--- config.mk ---
export PLATFORM = sky130hd
export DESIGN_NAME = potCore
export DESIGN_NICKNAME = d
export VERILOG_FILES = /design/src/rtl/potPkg.sv /design/src/rtl/potInputSync.sv /design/src/rtl/potControl.sv /design/src/rtl/potDatapath.sv /design/src/rtl/potCore.sv
export SDC_FILE = /design/constraint.sdc
export NUM_CORES = 1
export LEC_CHECK = 0
export ABC_AREA = 0
export BUFFER_PORTS_ARGS = -buffer_cell sky130_fd_sc_hd__buf_2
export CAP_MARGIN = 30
export CORE_MARGIN = 4
export CORE_UTILIZATION = 25
export CTS_CLUSTER_DIAMETER = 120
export DETAILED_ROUTE_END_ITERATION = 7
export PLACE_DENSITY = 0.5
export SYNTH_ARGS = -nofsm -noshare
export SYNTH_HDL_FRONTEND = slang
export SYNTH_SLANG_ARGS = --single-unit
--- constraint.sdc ---
create_clock -name clk -period 2.1 [get_ports clk]
set_input_delay 0 -clock clk [delete_from_list [all_inputs] [get_ports clk]]
set_output_delay 0 -clock clk [all_outputs]
set_load 0.05 [all_outputs]
--- src/rtl/potPkg.sv ---
package potPkg;
  localparam int CMD_BITS      = 4;
  localparam int CTRL_MODE_BIT = 2;
  localparam int CTRL_WEN_BIT  = 1;

  typedef enum logic [CMD_BITS-1:0] {
    CMD_NOP      = 4'd0,
    CMD_WR_WIPER = 4'd1,
    CMD_RD_WIPER = 4'd2,
    CMD_SW_RESET = 4'd3,
    CMD_WR_CTRL  = 4'd4,
    CMD_RD_CTRL  = 4'd5,
    CMD_SHUTDOWN = 4'd6
  } potCmdE;

  // strobes from control to datapath, each valid for one clock
  typedef struct packed {
    logic shiftIn;
    logic loadWiper;
    logic loadCtrl;
    logic softReset;
    logic hardReset;
    logic setShutdown;
    logic clrShutdown;
    logic readWiper;
    logic readCtrl;
  } potStrobeT;
endpackage

--- src/rtl/potInputSync.sv ---
module potInputSync #(
  parameter int WIDTH = 4,
  parameter int STAGES = 2,
  parameter logic [WIDTH-1:0] RESET_VAL = '0
) (
  input  logic             clk,
  input  logic             rstN,
  input  logic [WIDTH-1:0] rawIn,
  output logic [WIDTH-1:0] syncOut
);
  for (genvar g = 0; g < WIDTH; g++) begin : gBit
    logic [STAGES-1:0] chain;
    always_ff @(posedge clk or negedge rstN) begin
      if (!rstN) chain <= {STAGES{RESET_VAL[g]}};
      else       chain <= {chain[STAGES-2:0], rawIn[g]};
    end
    assign syncOut[g] = chain[STAGES-1];
  end
endmodule

--- src/rtl/potControl.sv ---
module potControl
  import potPkg::*;
#(
  parameter int FRAME_BITS = 16,
  parameter int WR_PERF_CYCLES = 40,
  parameter int WR_NORM_CYCLES = 12,
  parameter int RD_CYCLES = 6
) (
  input  logic                clk,
  input  logic                rstN,
  input  logic                syncLvl,
  input  logic                sclkLvl,
  input  logic                hwLvl,
  input  logic [CMD_BITS-1:0] cmdField,
  input  logic                dataBit0,
  input  logic                writeEn,
  input  logic                perfMode,
  output potStrobeT           strobe,
  output logic                ready,
  output logic                frameValid
);
  localparam int CNT_W = (FRAME_BITS > 2) ? $clog2(FRAME_BITS) : 1;
  localparam logic [CNT_W-1:0] LAST_BIT = CNT_W'(FRAME_BITS - 1);
  localparam int MAX_AB = (WR_PERF_CYCLES > WR_NORM_CYCLES) ? WR_PERF_CYCLES : WR_NORM_CYCLES;
  localparam int BUSY_MAX = (MAX_AB > RD_CYCLES) ? MAX_AB : RD_CYCLES;
  localparam int BUSY_W = $clog2(BUSY_MAX + 1);

  logic syncPrev, sclkPrev, hwPrev;
  logic syncFall, syncRise, sclkFall, hwRise;
  logic [CNT_W-1:0] bitCnt;
  logic fullSeen;
  logic [BUSY_W-1:0] busyCnt;
  potCmdE cmd;

  always_ff @(posedge clk or negedge rstN) begin
    if (!rstN) begin
      syncPrev <= 1'b1;
      sclkPrev <= 1'b0;
      hwPrev   <= 1'b0;
    end else begin
      syncPrev <= syncLvl;
      sclkPrev <= sclkLvl;
      hwPrev   <= hwLvl;
    end
  end

  assign syncFall = syncPrev & ~syncLvl;
  assign syncRise = ~syncPrev & syncLvl;
  assign sclkFall = sclkPrev & ~sclkLvl;
  assign hwRise   = ~hwPrev & hwLvl;

  // bit counter modulo the frame length, with a flag for one full word seen
  always_ff @(posedge clk or negedge rstN) begin
    if (!rstN) begin
      bitCnt   <= '0;
      fullSeen <= 1'b0;
    end else if (syncFall) begin
      bitCnt   <= '0;
      fullSeen <= 1'b0;
    end else if (strobe.shiftIn) begin
      if (bitCnt == LAST_BIT) begin
        bitCnt   <= '0;
        fullSeen <= 1'b1;
      end else begin
        bitCnt <= bitCnt + 1'b1;
      end
    end
  end

  assign frameValid = syncRise & fullSeen & (bitCnt == '0);
  assign cmd = potCmdE'(cmdField);

  always_comb begin
    strobe = '0;
    strobe.shiftIn   = sclkFall & ~syncLvl;
    strobe.hardReset = hwRise;
    if (frameValid) begin
      case (cmd)
        CMD_WR_WIPER: strobe.loadWiper = writeEn;
        CMD_RD_WIPER: strobe.readWiper = 1'b1;
        CMD_SW_RESET: strobe.softReset = 1'b1;
        CMD_WR_CTRL:  strobe.loadCtrl  = 1'b1;
        CMD_RD_CTRL:  strobe.readCtrl  = 1'b1;
        CMD_SHUTDOWN: begin
          strobe.setShutdown = dataBit0;
          strobe.clrShutdown = ~dataBit0;
        end
        default: ;
      endcase
    end
  end

  // busy timer, loaded at decode, counts down to idle
  always_ff @(posedge clk or negedge rstN) begin
    if (!rstN) begin
      busyCnt <= '0;
    end else if (frameValid && (cmd == CMD_WR_WIPER)) begin
      busyCnt <= perfMode ? BUSY_W'(WR_PERF_CYCLES) : BUSY_W'(WR_NORM_CYCLES);
    end else if (frameValid && ((cmd == CMD_RD_WIPER) || (cmd == CMD_RD_CTRL))) begin
      busyCnt <= BUSY_W'(RD_CYCLES);
    end else if (busyCnt != '0) begin
      busyCnt <= busyCnt - 1'b1;
    end
  end

  assign ready = (busyCnt == '0);
endmodule

--- src/rtl/potDatapath.sv ---
module potDatapath
  import potPkg::*;
#(
  parameter int FRAME_BITS = 16,
  parameter int WIPER_BITS = 10
) (
  input  logic                  clk,
  input  logic                  rstN,
  input  potStrobeT             strobe,
  input  logic                  sdiLvl,
  input  logic                  syncLvl,
  output logic [CMD_BITS-1:0]   cmdField,
  output logic                  dataBit0,
  output logic [WIPER_BITS-1:0] wiperCode,
  output logic                  writeEn,
  output logic                  perfMode,
  output logic                  shutdown,
  output logic                  sdoPullLow
);
  localparam logic [WIPER_BITS-1:0] MID_CODE = {1'b1, {(WIPER_BITS-1){1'b0}}};

  logic [FRAME_BITS-1:0] shiftReg;
  logic [FRAME_BITS-1:0] wiperWord, ctrlWord;
  logic [WIPER_BITS-1:0] wiperReg;
  logic modeNormal, wenReg, sdReg;

  assign cmdField = shiftReg[WIPER_BITS +: CMD_BITS];
  assign dataBit0 = shiftReg[0];

  always_comb begin
    wiperWord = '0;
    wiperWord[WIPER_BITS-1:0] = wiperReg;
    ctrlWord = '0;
    ctrlWord[CTRL_MODE_BIT] = modeNormal;
    ctrlWord[CTRL_WEN_BIT]  = wenReg;
  end

  // serial register: receives frames, holds readback for the next one
  always_ff @(posedge clk or negedge rstN) begin
    if (!rstN)                shiftReg <= '0;
    else if (strobe.readWiper) shiftReg <= wiperWord;
    else if (strobe.readCtrl)  shiftReg <= ctrlWord;
    else if (strobe.shiftIn)   shiftReg <= {shiftReg[FRAME_BITS-2:0], sdiLvl};
  end

  always_ff @(posedge clk or negedge rstN) begin
    if (!rstN)                                     wiperReg <= MID_CODE;
    else if (strobe.softReset || strobe.hardReset) wiperReg <= MID_CODE;
    else if (strobe.loadWiper)                     wiperReg <= shiftReg[WIPER_BITS-1:0];
  end

  always_ff @(posedge clk or negedge rstN) begin
    if (!rstN) begin
      modeNormal <= 1'b0;
      wenReg     <= 1'b0;
    end else if (strobe.softReset) begin
      modeNormal <= 1'b0;
      wenReg     <= 1'b0;
    end else if (strobe.loadCtrl) begin
      modeNormal <= shiftReg[CTRL_MODE_BIT];
      wenReg     <= shiftReg[CTRL_WEN_BIT];
    end
  end

  always_ff @(posedge clk or negedge rstN) begin
    if (!rstN)                   sdReg <= 1'b0;
    else if (strobe.setShutdown) sdReg <= 1'b1;
    else if (strobe.clrShutdown) sdReg <= 1'b0;
  end

  assign wiperCode  = wiperReg;
  assign writeEn    = wenReg;
  assign perfMode   = ~modeNormal;
  assign shutdown   = sdReg;
  assign sdoPullLow = ~syncLvl & ~shiftReg[FRAME_BITS-1];
endmodule

--- src/rtl/potCore.sv ---
module potCore
  import potPkg::*;
#(
  parameter int FRAME_BITS = 16,
  parameter int WIPER_BITS = 10,
  parameter int SYNC_STAGES = 2,
  parameter int WR_PERF_CYCLES = 40,
  parameter int WR_NORM_CYCLES = 12,
  parameter int RD_CYCLES = 6
) (
  input  logic                  clk,
  input  logic                  rstN,
  input  logic                  hwReset,
  input  logic                  syncN,
  input  logic                  sclk,
  input  logic                  sdi,
  output logic                  sdoPullLow,
  output logic                  ready,
  output logic [WIPER_BITS-1:0] wiperCode,
  output logic                  perfMode,
  output logic                  shutdown
);
  logic [3:0] syncVec;
  potStrobeT strobeBus;
  logic frameValid, writeEnInt, dataBit0;
  logic [CMD_BITS-1:0] cmdField;

  potInputSync #(.WIDTH(4), .STAGES(SYNC_STAGES), .RESET_VAL(4'b0001)) uSync (
    .clk(clk), .rstN(rstN),
    .rawIn({hwReset, sdi, sclk, syncN}),
    .syncOut(syncVec)
  );

  potControl #(
    .FRAME_BITS(FRAME_BITS), .WR_PERF_CYCLES(WR_PERF_CYCLES),
    .WR_NORM_CYCLES(WR_NORM_CYCLES), .RD_CYCLES(RD_CYCLES)
  ) uCtrl (
    .clk(clk), .rstN(rstN),
    .syncLvl(syncVec[0]), .sclkLvl(syncVec[1]), .hwLvl(syncVec[3]),
    .cmdField(cmdField), .dataBit0(dataBit0),
    .writeEn(writeEnInt), .perfMode(perfMode),
    .strobe(strobeBus), .ready(ready), .frameValid(frameValid)
  );

  potDatapath #(.FRAME_BITS(FRAME_BITS), .WIPER_BITS(WIPER_BITS)) uData (
    .clk(clk), .rstN(rstN), .strobe(strobeBus),
    .sdiLvl(syncVec[2]), .syncLvl(syncVec[0]),
    .cmdField(cmdField), .dataBit0(dataBit0),
    .wiperCode(wiperCode), .writeEn(writeEnInt), .perfMode(perfMode),
    .shutdown(shutdown), .sdoPullLow(sdoPullLow)
  );
endmodule

==> flow_metrics.env <==
export IMPL_netlist_area_um2=2250
export IMPL_nets=253
export IMPL_ys_ff_latch=51
export IMPL_leakagePower_nw=1.25
export IMPL_place_hpwl_mm=3.41
export IMPL_rows=34
export IMPL_grt_use_total_pct=10.2
export IMPL_drive_above_1_share_pct=22.1
export IMPL_yosys_area_top_type="dfrtp_1"
export IMPL_grt_use_met3_pct=2.98
export IMPL_post_synth_num_cell_types=49
export IMPL_hold_class="input port to async pin"
export IMPL_yosysMostFrequentCell="dfrtp_1"
export IMPL_initial_utilization_pct=25.8
export IMPL_grt_use_met1_pct=14.8
export IMPL_syn_area_per_cell_um2=11.0
export IMPL_grt_pass1_vias=1665
export IMPL_max_freq_mhz=517
export IMPL_grt_pass1_wl_mm=8.26
export IMPL_cts_buffers=5
export IMPL_setup_violations=0
export IMPL_grt_use_met2_pct=14.8
export IMPL_max_stage_delay_ns=0.63
export IMPL_status="finished clean"
export IMPL_synthTopCellsByArea="dfrtp_1 (52%), dfstp_2 (4.7%), nand2_1 (4.3%)"
export IMPL_antenna_left=0
export IMPL_drc=0
export IMPL_finalPower_w=0.00216
export IMPL_clockBufferDepth=2
export IMPL_cp_max_fo=10
export IMPL_async_reset_ff_share_pct=100
export IMPL_irDropWorstVdd_mv=0.309
export IMPL_synth_cells=204
export IMPL_drt_initial_drc_count=139
export IMPL_gp_congestion=0.789
export IMPL_overflow=0
export IMPL_cp_num_buf_inv=0
export IMPL_io_buffers=19
export IMPL_path_delay_family="compound AO/OA/AOI/OAI gates"
export IMPL_antenna_cells_inserted=0
export IMPL_synth_seq_area_share_pct=57.0
export IMPL_synth_enable_flop_cells=0
export IMPL_endpoint_kind="flop"
export IMPL_maxCapViolations=0
export IMPL_slew_viol_final=0
export IMPL_finClkSkew_ns=0.00635
export IMPL_yosysWarnings=0
export IMPL_antenna_found_initial=0
export IMPL_ios=20
export IMPL_insertion_delay_ns=0.31
export IMPL_fin_crit_sh_pct=92.2
export IMPL_dr_pass1_iters=4
export IMPL_slowest_stage="dfstp_2"
export IMPL_yosysTopAreaCellShare_pct=52.3
export IMPL_arrival_ns=2.14
export IMPL_vias=1644
export IMPL_path_class="flop to flop"
export IMPL_syn_num_nets=214
export IMPL_slew_headroom_pct=44.7
export IMPL_clkTransAtPathRegs_ns=0.09
export IMPL_viasPerCell=4.67
export IMPL_power_density_nw_per_um2=791
export IMPL_rsz0062_at_grt="no"
export IMPL_wl_per_cell_um=13.8
export IMPL_synthFlopType="dfrtp_1"
export IMPL_fillerInstances=898
export IMPL_cts_root_buf="clkbuf_8"
export IMPL_syn_to_final_growth_pct=21.3
export IMPL_synthTopCellsByCount="dfrtp_1 (47), nand2_1 (26), nor2_1 (14)"
export IMPL_wl_mm=4.84
export IMPL_crit_chain="and4bb_1 > nand2_1 > o41a_2 > a22o_1"
export IMPL_globalRoute_busiestLayer="met2"
export IMPL_cts_tree="yes"
export IMPL_tns_ns=0
export IMPL_start_kind="flop"
export IMPL_grt_max_degree=38
export IMPL_cts_sinks=51
export IMPL_die_y_um=103
export IMPL_cp_required_ns=2.30
export IMPL_fin_crit_ns=1.94
export IMPL_die_w_um=103
export IMPL_fp_dieArea_um2=10600
export IMPL_hold_viol_final=0
export IMPL_cts_htree_levels=2
export IMPL_core_area_um2=8720
export IMPL_worst_pin_slew_ns=0.829
worst register-to-register path, stage by stage, from the launching register on:
cell,delay (ns)
dfstp_2,0.63
and4bb_1,0.26
nand2_1,0.11
o41a_2,0.57
a22o_1,0.27
logic make-up (layout without fill, tap and decap cells):
kind of cell	Yosys count	count (layout)	synth area share, %
muxes	3	3	1.45
adders and majority gates	4	4	2.22
AOI/OAI and AO/OA	57	57	17.9
DFF	51	51	57.0
xor gates and xnor gates	6	6	2.34
and+or+nand+nor	68	68	16.3
buffers and inverters	15	55	2.84
state kept, by name, indices dropped and copies added, names as in the netlist:
register	cells
uData.writeEn	1
uData.shutdown	1
uCtrl.syncPrev	1
uCtrl.sclkPrev	1
uCtrl.hwPrev	1
uData.shiftReg	16
uCtrl.busyCnt	6
uCtrl.bitCnt	4
uCtrl.fullSeen	1
uData.modeNormal	1
uData.wiperCode	10
uSync.gBit.chain	8
power breakdown:
part / internal [W] / total [W] / switching, W
clock network: 0.000386 / 0.000702 / 0.000317
registers: 0.00108 / 0.00116 / 0.0000814
logic: 0.000141 / 0.000298 / 0.000157
cells in the final DEF (no fill, tap or decap), types with 2 or more instances in the layout:
| master | instances |
|---|---|
| a21oi_1 | 10 |
| a221oi_1 | 2 |
| a22o_1 | 10 |
| a22oi_1 | 2 |
| a2bb2oi_1 | 8 |
| a31o_1 | 2 |
| buf_2 | 19 |
| buf_4 | 14 |
| clkbuf_8 | 6 |
| dfrtp_1 | 47 |
| dfstp_2 | 4 |
| dlygate4sd3_1 | 5 |
| ha_1 | 4 |
| inv_1 | 8 |
| mux2_1 | 2 |
| nand2_1 | 26 |
| nand3_1 | 2 |
| nand4_1 | 2 |
| nor2_1 | 14 |
| nor2b_1 | 2 |
| nor3_1 | 4 |
| nor3b_2 | 2 |
| o21ai_0 | 10 |
| o21ai_1 | 2 |
| o22ai_1 | 3 |
| o31ai_1 | 2 |
| or3b_1 | 3 |
| xnor2_1 | 3 |
| xor2_1 | 3 |
final timing paths:
check | slack [ns] | startpoint | endpoint | cells past startpoint
setup / recovery | 0.16 | uSync.gBit[0].chain[1]$_DFF_PN1_ | uData.wiperCode[0]$_DFFE_PN0P_ | 4
setup reg to reg | 0.16 | uSync.gBit[0].chain[1]$_DFF_PN1_ | uData.wiperCode[0]$_DFFE_PN0P_ | 4
max in group asynchronous | 1.11 | rstN | uData.wiperCode[7]$_DFFE_PN0P_ | 3
hold / removal | 0.33 | rstN | uData.shiftReg[8]$_DFFE_PN0P_ | 2
hold reg to reg | 0.35 | uSync.gBit[1].chain[0]$_DFF_PN0_ | uSync.gBit[1].chain[1]$_DFF_PN0_ | 0
min in group clk | 0.33 | sclk | uSync.gBit[1].chain[0]$_DFF_PN0_ | 2
layer usage:
layer	vias up	share of wire (%)
li1	808	-
met1	802	51
met2	28	44
met3	6	4.1
met4	0	0.99
met5	-	0
stage by stage:
step	utilization, %	cell area (um2)	setup slack [ns]	hold slack, ns	std cells
2_1_floorplan	-	2250	0.226	-0.296	204
3_3_place_gp	29.3	2550	0.137	0.105	339
3_5_place_dp	29.3	2550	0.0952	0.106	339
4_1_cts	31.2	2720	0.0748	0.318	352
5_1_grt	31.3	2730	0.0150	0.320	352
6_report	31.3	2730	0.164	0.329	352
final cells by class:
cell class | count | area (um2) | area share [%]
Sequential cell | 51 | 1280 | 47.0
Multi-Input combinational cell | 138 | 911 | 33.4
Timing Repair Buffer | 38 | 250 | 9.17
Tap cell | 108 | 135 | 4.95
Clock buffer | 6 | 82.6 | 3.03
Clock inverter | 2 | 35.0 | 1.28
Inverter | 9 | 33.8 | 1.24
repair_timing:
action / in CTS / in global routing
gates resized for setup: 0 / 2
setup endpoints to repair: 0 / 10
setup buffers: 0 / 0
hold endpoints to repair: 35 / 0
hold buffers: 5 / 0
(Power assumes the default switching activity.)
